===== src/rtl/ide_dec_pkg.sv =====
package ide_dec_pkg;

  localparam int IDE_CH = 2;
  localparam int CH_W = 1;
  localparam int TF_REGS = 7;   // command-window offsets 1..7
  localparam int STATUS_IDX = TF_REGS - 1;

  localparam logic [1:0] SZ_BYTE = 2'd0;
  localparam logic [1:0] SZ_WORD = 2'd1;

  localparam logic [3:0] NIB_LEGACY = 4'hA;
  localparam logic [3:0] NIB_NATIVE = 4'hF;

  localparam logic [15:0] LEG_CMD0 = 16'h01F0;
  localparam logic [15:0] LEG_CMD1 = 16'h0170;
  localparam logic [15:0] LEG_CTL0 = 16'h03F6;
  localparam logic [15:0] LEG_CTL1 = 16'h0376;

  typedef struct packed {
    logic        fire;
    logic        wr;
    logic [CH_W-1:0] chan;
    logic [2:0]  off;
    logic        tfByte;
    logic        dataWord;
    logic        dataDword;
    logic        ctlByte;
    logic [31:0] onesMask;
  } ide_stb_t;

endpackage


===== src/rtl/ide_dec_ctrl.sv =====
module ide_dec_ctrl
  import ide_dec_pkg::*;
#(
  parameter int ADDR_W = 16,
  parameter logic [IDE_CH-1:0][ADDR_W-1:0] NAT_CMD_BASE = {16'hC010, 16'hC000},
  parameter logic [IDE_CH-1:0][ADDR_W-1:0] NAT_CTL_BASE = {16'hC018, 16'hC008}
) (
  input  logic              clk,
  input  logic              rstN,
  input  logic              cfgWrEn,
  input  logic [7:0]        cfgWrData,
  input  logic              ioValid,
  input  logic              ioWrite,
  input  logic [ADDR_W-1:0] ioAddr,
  input  logic [1:0]        ioSize,
  output ide_stb_t          stb,
  output logic              ioHit,
  output logic              legacyMode
);

  localparam logic [IDE_CH-1:0][ADDR_W-1:0] LEG_CMD =
    {ADDR_W'(LEG_CMD1), ADDR_W'(LEG_CMD0)};
  localparam logic [IDE_CH-1:0][ADDR_W-1:0] LEG_CTL =
    {ADDR_W'(LEG_CTL1), ADDR_W'(LEG_CTL0)};

  logic cfgUnused;
  assign cfgUnused = ^cfgWrData[7:4];

  // Mode register: only the two defined nibbles move it.
  always_ff @(posedge clk or negedge rstN) begin
    if (!rstN) begin
      legacyMode <= 1'b0;
    end else if (cfgWrEn) begin
      if (cfgWrData[3:0] == NIB_LEGACY) legacyMode <= 1'b1;
      else if (cfgWrData[3:0] == NIB_NATIVE) legacyMode <= 1'b0;
    end
  end

  logic            cmdHit;
  logic            ctlHit;
  logic            ctlOffOk;
  logic [CH_W-1:0] chanSel;

  always_comb begin
    cmdHit   = 1'b0;
    ctlHit   = 1'b0;
    ctlOffOk = 1'b0;
    chanSel  = '0;
    for (int c = 0; c < IDE_CH; c++) begin
      if (ioAddr[ADDR_W-1:3] == NAT_CMD_BASE[c][ADDR_W-1:3] ||
          (legacyMode && ioAddr[ADDR_W-1:3] == LEG_CMD[c][ADDR_W-1:3])) begin
        cmdHit  = 1'b1;
        chanSel = CH_W'(c);
      end
      if (ioAddr[ADDR_W-1:2] == NAT_CTL_BASE[c][ADDR_W-1:2]) begin
        ctlHit   = 1'b1;
        ctlOffOk = (ioAddr[1:0] == 2'd2);
        chanSel  = CH_W'(c);
      end
      if (legacyMode && ioAddr == LEG_CTL[c]) begin
        ctlHit   = 1'b1;
        ctlOffOk = 1'b1;
        chanSel  = CH_W'(c);
      end
    end
  end

  logic isByte, isWord, isDword, offZero;
  assign isByte  = (ioSize == SZ_BYTE);
  assign isWord  = (ioSize == SZ_WORD);
  assign isDword = ioSize[1];
  assign offZero = (ioAddr[2:0] == 3'd0);

  assign ioHit = ioValid && (cmdHit || ctlHit);

  always_comb begin
    stb.fire      = ioHit;
    stb.wr        = ioWrite;
    stb.chan      = chanSel;
    stb.off       = ioAddr[2:0];
    stb.tfByte    = cmdHit && isByte;
    stb.dataWord  = cmdHit && isWord && offZero;
    stb.dataDword = cmdHit && isDword && offZero;
    stb.ctlByte   = ctlHit && ctlOffOk && isByte;
    stb.onesMask  = isDword ? 32'hFFFF_FFFF : (isWord ? 32'h0000_FFFF : 32'h0000_00FF);
  end

endmodule


===== src/rtl/ide_dec_datapath.sv =====
module ide_dec_datapath
  import ide_dec_pkg::*;
#(
  parameter int DATA_W = 32
) (
  input  logic                clk,
  input  logic                rstN,
  input  ide_stb_t            stb,
  input  logic [DATA_W-1:0]   ioWrData,
  output logic                rdValid,
  output logic [DATA_W-1:0]   rdData,
  output logic [8*IDE_CH-1:0] devCtl
);

  logic [DATA_W-1:0] chRd [IDE_CH];

  for (genvar c = 0; c < IDE_CH; c++) begin : g_chan
    logic [DATA_W-1:0] dataLatch;
    logic [7:0]        tfReg [TF_REGS];
    logic [7:0]        devCtlR;
    logic              chWr;
    logic [2:0]        tfIdx;

    assign chWr  = stb.fire && stb.wr && (stb.chan == CH_W'(c));
    assign tfIdx = stb.off - 3'd1;

    always_ff @(posedge clk or negedge rstN) begin
      if (!rstN) begin
        dataLatch <= '0;
        devCtlR   <= '0;
        for (int i = 0; i < TF_REGS; i++) tfReg[i] <= '0;
      end else if (chWr) begin
        if (stb.tfByte) begin
          if (stb.off == 3'd0) dataLatch[7:0] <= ioWrData[7:0];
          else                 tfReg[tfIdx] <= ioWrData[7:0];
        end
        if (stb.dataWord)  dataLatch[15:0] <= ioWrData[15:0];
        if (stb.dataDword) dataLatch <= ioWrData;
        if (stb.ctlByte)   devCtlR <= ioWrData[7:0];
      end
    end

    always_comb begin
      if (stb.tfByte)
        chRd[c] = (stb.off == 3'd0) ? DATA_W'(dataLatch[7:0]) : DATA_W'(tfReg[tfIdx]);
      else if (stb.dataWord)
        chRd[c] = DATA_W'(dataLatch[15:0]);
      else if (stb.dataDword)
        chRd[c] = dataLatch;
      else if (stb.ctlByte)
        chRd[c] = DATA_W'(tfReg[STATUS_IDX]);
      else
        chRd[c] = DATA_W'(stb.onesMask);
    end

    assign devCtl[8*c +: 8] = devCtlR;
  end

  always_ff @(posedge clk or negedge rstN) begin
    if (!rstN) begin
      rdValid <= 1'b0;
      rdData  <= '0;
    end else begin
      rdValid <= stb.fire && !stb.wr;
      rdData  <= (stb.fire && !stb.wr) ? chRd[stb.chan] : '0;
    end
  end

endmodule


===== src/rtl/ide_io_decoder.sv =====
module ide_io_decoder
  import ide_dec_pkg::*;
#(
  parameter int ADDR_W = 16,
  parameter int DATA_W = 32,
  parameter logic [IDE_CH-1:0][ADDR_W-1:0] NAT_CMD_BASE = {16'hC010, 16'hC000},
  parameter logic [IDE_CH-1:0][ADDR_W-1:0] NAT_CTL_BASE = {16'hC018, 16'hC008}
) (
  input  logic                clk,
  input  logic                rstN,
  input  logic                cfgWrEn,
  input  logic [7:0]          cfgWrData,
  input  logic                ioValid,
  input  logic                ioWrite,
  input  logic [ADDR_W-1:0]   ioAddr,
  input  logic [1:0]          ioSize,
  input  logic [DATA_W-1:0]   ioWrData,
  output logic                ioHit,
  output logic                rdValid,
  output logic [DATA_W-1:0]   rdData,
  output logic [7:0]          intPin,
  output logic [8*IDE_CH-1:0] devCtl
);

  ide_stb_t stb;
  logic     legacyMode;

  ide_dec_ctrl #(
    .ADDR_W(ADDR_W),
    .NAT_CMD_BASE(NAT_CMD_BASE),
    .NAT_CTL_BASE(NAT_CTL_BASE)
  ) u_ctrl (
    .clk(clk), .rstN(rstN),
    .cfgWrEn(cfgWrEn), .cfgWrData(cfgWrData),
    .ioValid(ioValid), .ioWrite(ioWrite), .ioAddr(ioAddr), .ioSize(ioSize),
    .stb(stb), .ioHit(ioHit), .legacyMode(legacyMode)
  );

  ide_dec_datapath #(.DATA_W(DATA_W)) u_dp (
    .clk(clk), .rstN(rstN), .stb(stb), .ioWrData(ioWrData),
    .rdValid(rdValid), .rdData(rdData), .devCtl(devCtl)
  );

  assign intPin = legacyMode ? 8'd0 : 8'd1;

endmodule


===== config.mk =====
export PLATFORM = sky130hd
export DESIGN_NAME = ide_io_decoder
export DESIGN_NICKNAME = d
export VERILOG_FILES = /design/src/rtl/ide_dec_pkg.sv /design/src/rtl/ide_dec_ctrl.sv /design/src/rtl/ide_dec_datapath.sv /design/src/rtl/ide_io_decoder.sv
export SDC_FILE = /design/constraint.sdc
export NUM_CORES = 1
export LEC_CHECK = 0
export CAP_MARGIN = 20
export CORE_MARGIN = 10
export CORE_UTILIZATION = 61
export CTS_BUF_LIST = sky130_fd_sc_hd__clkbuf_8 sky130_fd_sc_hd__clkbuf_16
export DETAILED_ROUTE_END_ITERATION = 10
export PLACE_DENSITY = 0.88
export SETUP_SLACK_MARGIN = 0.15
export SKIP_CTS_REPAIR_TIMING = 1
export SLEW_MARGIN = 20
export SYNTH_ARGS = -nofsm -noshare
export SYNTH_HDL_FRONTEND = slang
export SYNTH_SLANG_ARGS = --single-unit

===== constraint.sdc =====
create_clock -name clk -period 3.4 [get_ports clk]
set_input_delay 0.51 -clock clk [delete_from_list [all_inputs] [get_ports clk]]
set_output_delay 0.51 -clock clk [all_outputs]
set_load 0.02 [all_outputs]

==> flow_summary_export.csv <==
group,metric,value,unit
clock_network,path_clk_slew,0.06,ns
synth,synth_seq_cells,226,
power_and_ir_drop,cellPowerDensity,442,nW/um^2
critical_path,cp_max_fo,12,
route,vias,8117,
grt,grt_overflow,0,
layout,layout_commonest_cell,"dfrtp_1",
route,drt_wl_total,30000,um
grt,grt_pass1_vias,8462,
critical_path,required,3.79,ns
clock_network,cts_buffer_depth,3,
layout,fin_cells,1270,
floorplan,initial_utilization,62.4,%
power_and_ir_drop,vdd_drop_max,0.396,mV
timing,setup_ws,0.290,ns
floorplan,die_y,151,um
floorplan,num_io_pins,121,
timing,max_freq,322,MHz
timing,slew_viol_final,0,
clock_network,cts_made_buffers,24,
synth,syn_inst,859,
route,drcViolationCount,0,
floorplan,die_area,22700,sq um
floorplan,coreArea,16600,sq um
placed_design,hpwl,19700,um
synth,synth_cell_types,72,
job,maxCapViolCount,0,
timing,setup_viol,0,
grt,grt_pass1_wl,47300,um
synth,synth_edf_count,0,
layout,antenna_cells,0,
layout,drive_above_1_share,32.2,%
route,antenna_left,0,
grt,antenna_found_initial,0,
status,status,"complete, no violations",
layout,multi_input_area,4520,sq um
timing,rsz0062_at_grt,"no",
route,drt-pass1-iter-count,5,
layout,area_growth,26.2,%
timing,finalHoldViolCount,0,
synth,yosys_warnings,0,
grt,grt_max_degree,105,
clock_network,h-tree-depth,1,
placed_design,placedCellCount,1229,
timing,slew-limit-headroom,32.9,%
critical_path,end_kind,"flip-flop",
clock_network,clk_latency,0.52,ns
placed_design,portBuffers,109,
timing,timing.final.crit_share,91.5,%
route,drt_first_iter_violations,854,
synth,synthArstFlopShare,100,%
floorplan,rows,47,
route,wl_per_cell,23.6,um
layout,layout.nets,1101,
min_path,hp-class,"input pin to async pin",
grt,use_met2,43.1,%
timing,setup_tns,0,ns
placed_design,pre_cts_ws,-0.118,ns
synth,synth-seq-area-share,54.4,%
synth,synth_compound_area_share,9.22,%
critical_path,arrival,3.50,ns
power_and_ir_drop,power,5790,uW
placed_design,place_congestion,0.945,
grt,gr-max-usage-layer,"met2",
synth,syn_area_per_cell,12.1,sq um
layout,most-common-layout-cells,"dfrtp_1 (226), mux2_2 (187), clkdlybuf4s50_1 (107)",
synth,synth.mux.area_fraction,22.7,%
power_and_ir_drop,leakage,0.00633,uW
synth,synthAdderAreaFrac,0.361,%
grt,met3_usage,5.73,%
floorplan,die_x,151,um
layout,seq_area,5660,sq um
clock_network,cts_tree,"built",
synth,synth_top_family_by_area,"multiplexers",
synth,syn-cell-area,10400,sq um
synth,yosys.area_share.simple,10.4,%
clock_network,root_buffer,"clkbuf_16",
critical_path,worstSetupPathType,"input pin to flip-flop",
critical_path,start_kind,"input pin",
synth,ys.flop_type,"dfrtp_1",
clock_network,cts.sink_count,226,
timing,clock-skew-final,0.00860,ns
timing,fin_crit,3.11,ns
timing,tightest_slew,1.00,ns
route,via_per_inst,6.39,
grt,grtUsageTotal,26.3,%
grt,grt_util_met1,33.8,%
synth,synth_xor_area_share,0.169,%
layout,nFillCells,901,
==> worst max-delay path, cell delays in order <==
cell and delay, ns:
clkdlybuf4s50_1 0.53, clkinv_1 0.22, ha_1 0.37, xor2_4 0.37, buf_4 0.28, nand2_1 0.07
nor4_1 0.28, buf_4 0.20, nand2_1 0.25, mux2_1 0.40
==> cell type report <==
cell class | count | share of cell area [%]
sequential | 226 | 43.1
multi-input combinational | 573 | 34.5
timing repair buffer | 202 | 14.1
clock buffer | 28 | 5.09
tap | 220 | 2.10
clock inverter | 13 | 0.897
inverter | 8 | 0.229
==> synthesized netlist by cell type, types with 4 or more instances <==
cell type	instances	area (sq um)
dfrtp_1	226	5660
mux2_2	187	2110
nand2_1	92	345
clkbuf_1	39	146
nor2_1	35	131
a31oi_1	30	188
a21oi_1	29	145
o21ai_0	16	80.1
nand3_1	12	60.1
nor3_1	12	60.1
mux2_1	11	124
mux2i_1	11	110
or3_1	11	68.8
buf_1	8	30.0
buf_4	8	60.1
nand2b_1	8	50.1
o31ai_1	8	60.1
inv_1	7	26.3
a211oi_1	6	45.0
and3_1	5	31.3
nor2b_1	5	31.3
o221ai_1	5	43.8
o311ai_0	5	43.8
nand4_1	4	25.0
nor3b_1	4	30.0
o22ai_1	4	25.0
==> logic make-up after synthesis <==
group                      after synthesis
muxes                                  210
adders and majority gates                3
buffers and inverters                   66
and+or+nand+nor                        213
DFF                                    226
other                                    1
AOI/OAI and AO/OA                      138
xor gates and xnor gates                 2
==> power breakdown <==
part	internal [uW]	leakage (uW)	switching [uW]	total [uW]
combinational	194	0.00277	308	501
clock	1540	0.000402	1060	2600
sequential	2690	0.00315	0.750	2690
==> sequential cells by signal, summed over array words and instances, names as in the netlist <==
register               count
u_dp.g_chan.tfReg        112
u_dp.g_chan.devCtlR       16
u_dp.rdValid               1
u_dp.g_chan.dataLatch     64
u_ctrl.legacyMode          1
u_dp.rdData               32
==> routing by layer <==
layer	routed length (um)	vias to the layer above	share of wire, %
met5	0	-	0
met4	1020	0	3.4
met3	2900	91	9.7
met2	14300	464	48
met1	11800	4090	39
li1	-	3472	-
==> per-stage QoR <==
step           util, %  hold WS [ns]  area, sq um
3_3_place_gp      74.1         0.474        12300
5_1_grt           78.8        0.0932        13100
4_1_cts           78.8        0.0773        13100
3_5_place_dp      74.1         0.485        12300
6_report          78.8        0.0540        13100
2_1_floorplan        -         0.214        10400
==> final timing paths <==
check                                                              start                                        to  slack, ns  depth (start not counted)
worst max-delay path                                           ioAddr[0]      u_dp.g_chan[1].tfReg[17]$_DFFE_PN0P_       0.29                         10
min in group clk                u_dp.g_chan[1].dataLatch[20]$_DFFE_PN0P_  u_dp.g_chan[1].dataLatch[20]$_DFFE_PN0P_       0.50                          1
worst min register to register  u_dp.g_chan[1].dataLatch[20]$_DFFE_PN0P_  u_dp.g_chan[1].dataLatch[20]$_DFFE_PN0P_       0.50                          1
worst max register to register             u_ctrl.legacyMode$_DFFE_PN0P_      u_dp.g_chan[1].tfReg[17]$_DFFE_PN0P_       0.79                          8
max in group asynchronous                                           rstN  u_dp.g_chan[1].dataLatch[29]$_DFFE_PN0P_       2.51                          2
worst min-delay path                                                rstN     u_dp.g_chan[1].devCtlR[4]$_DFFE_PN0P_       0.05                          1
Note: power is estimated with default switching activity, not from simulation.
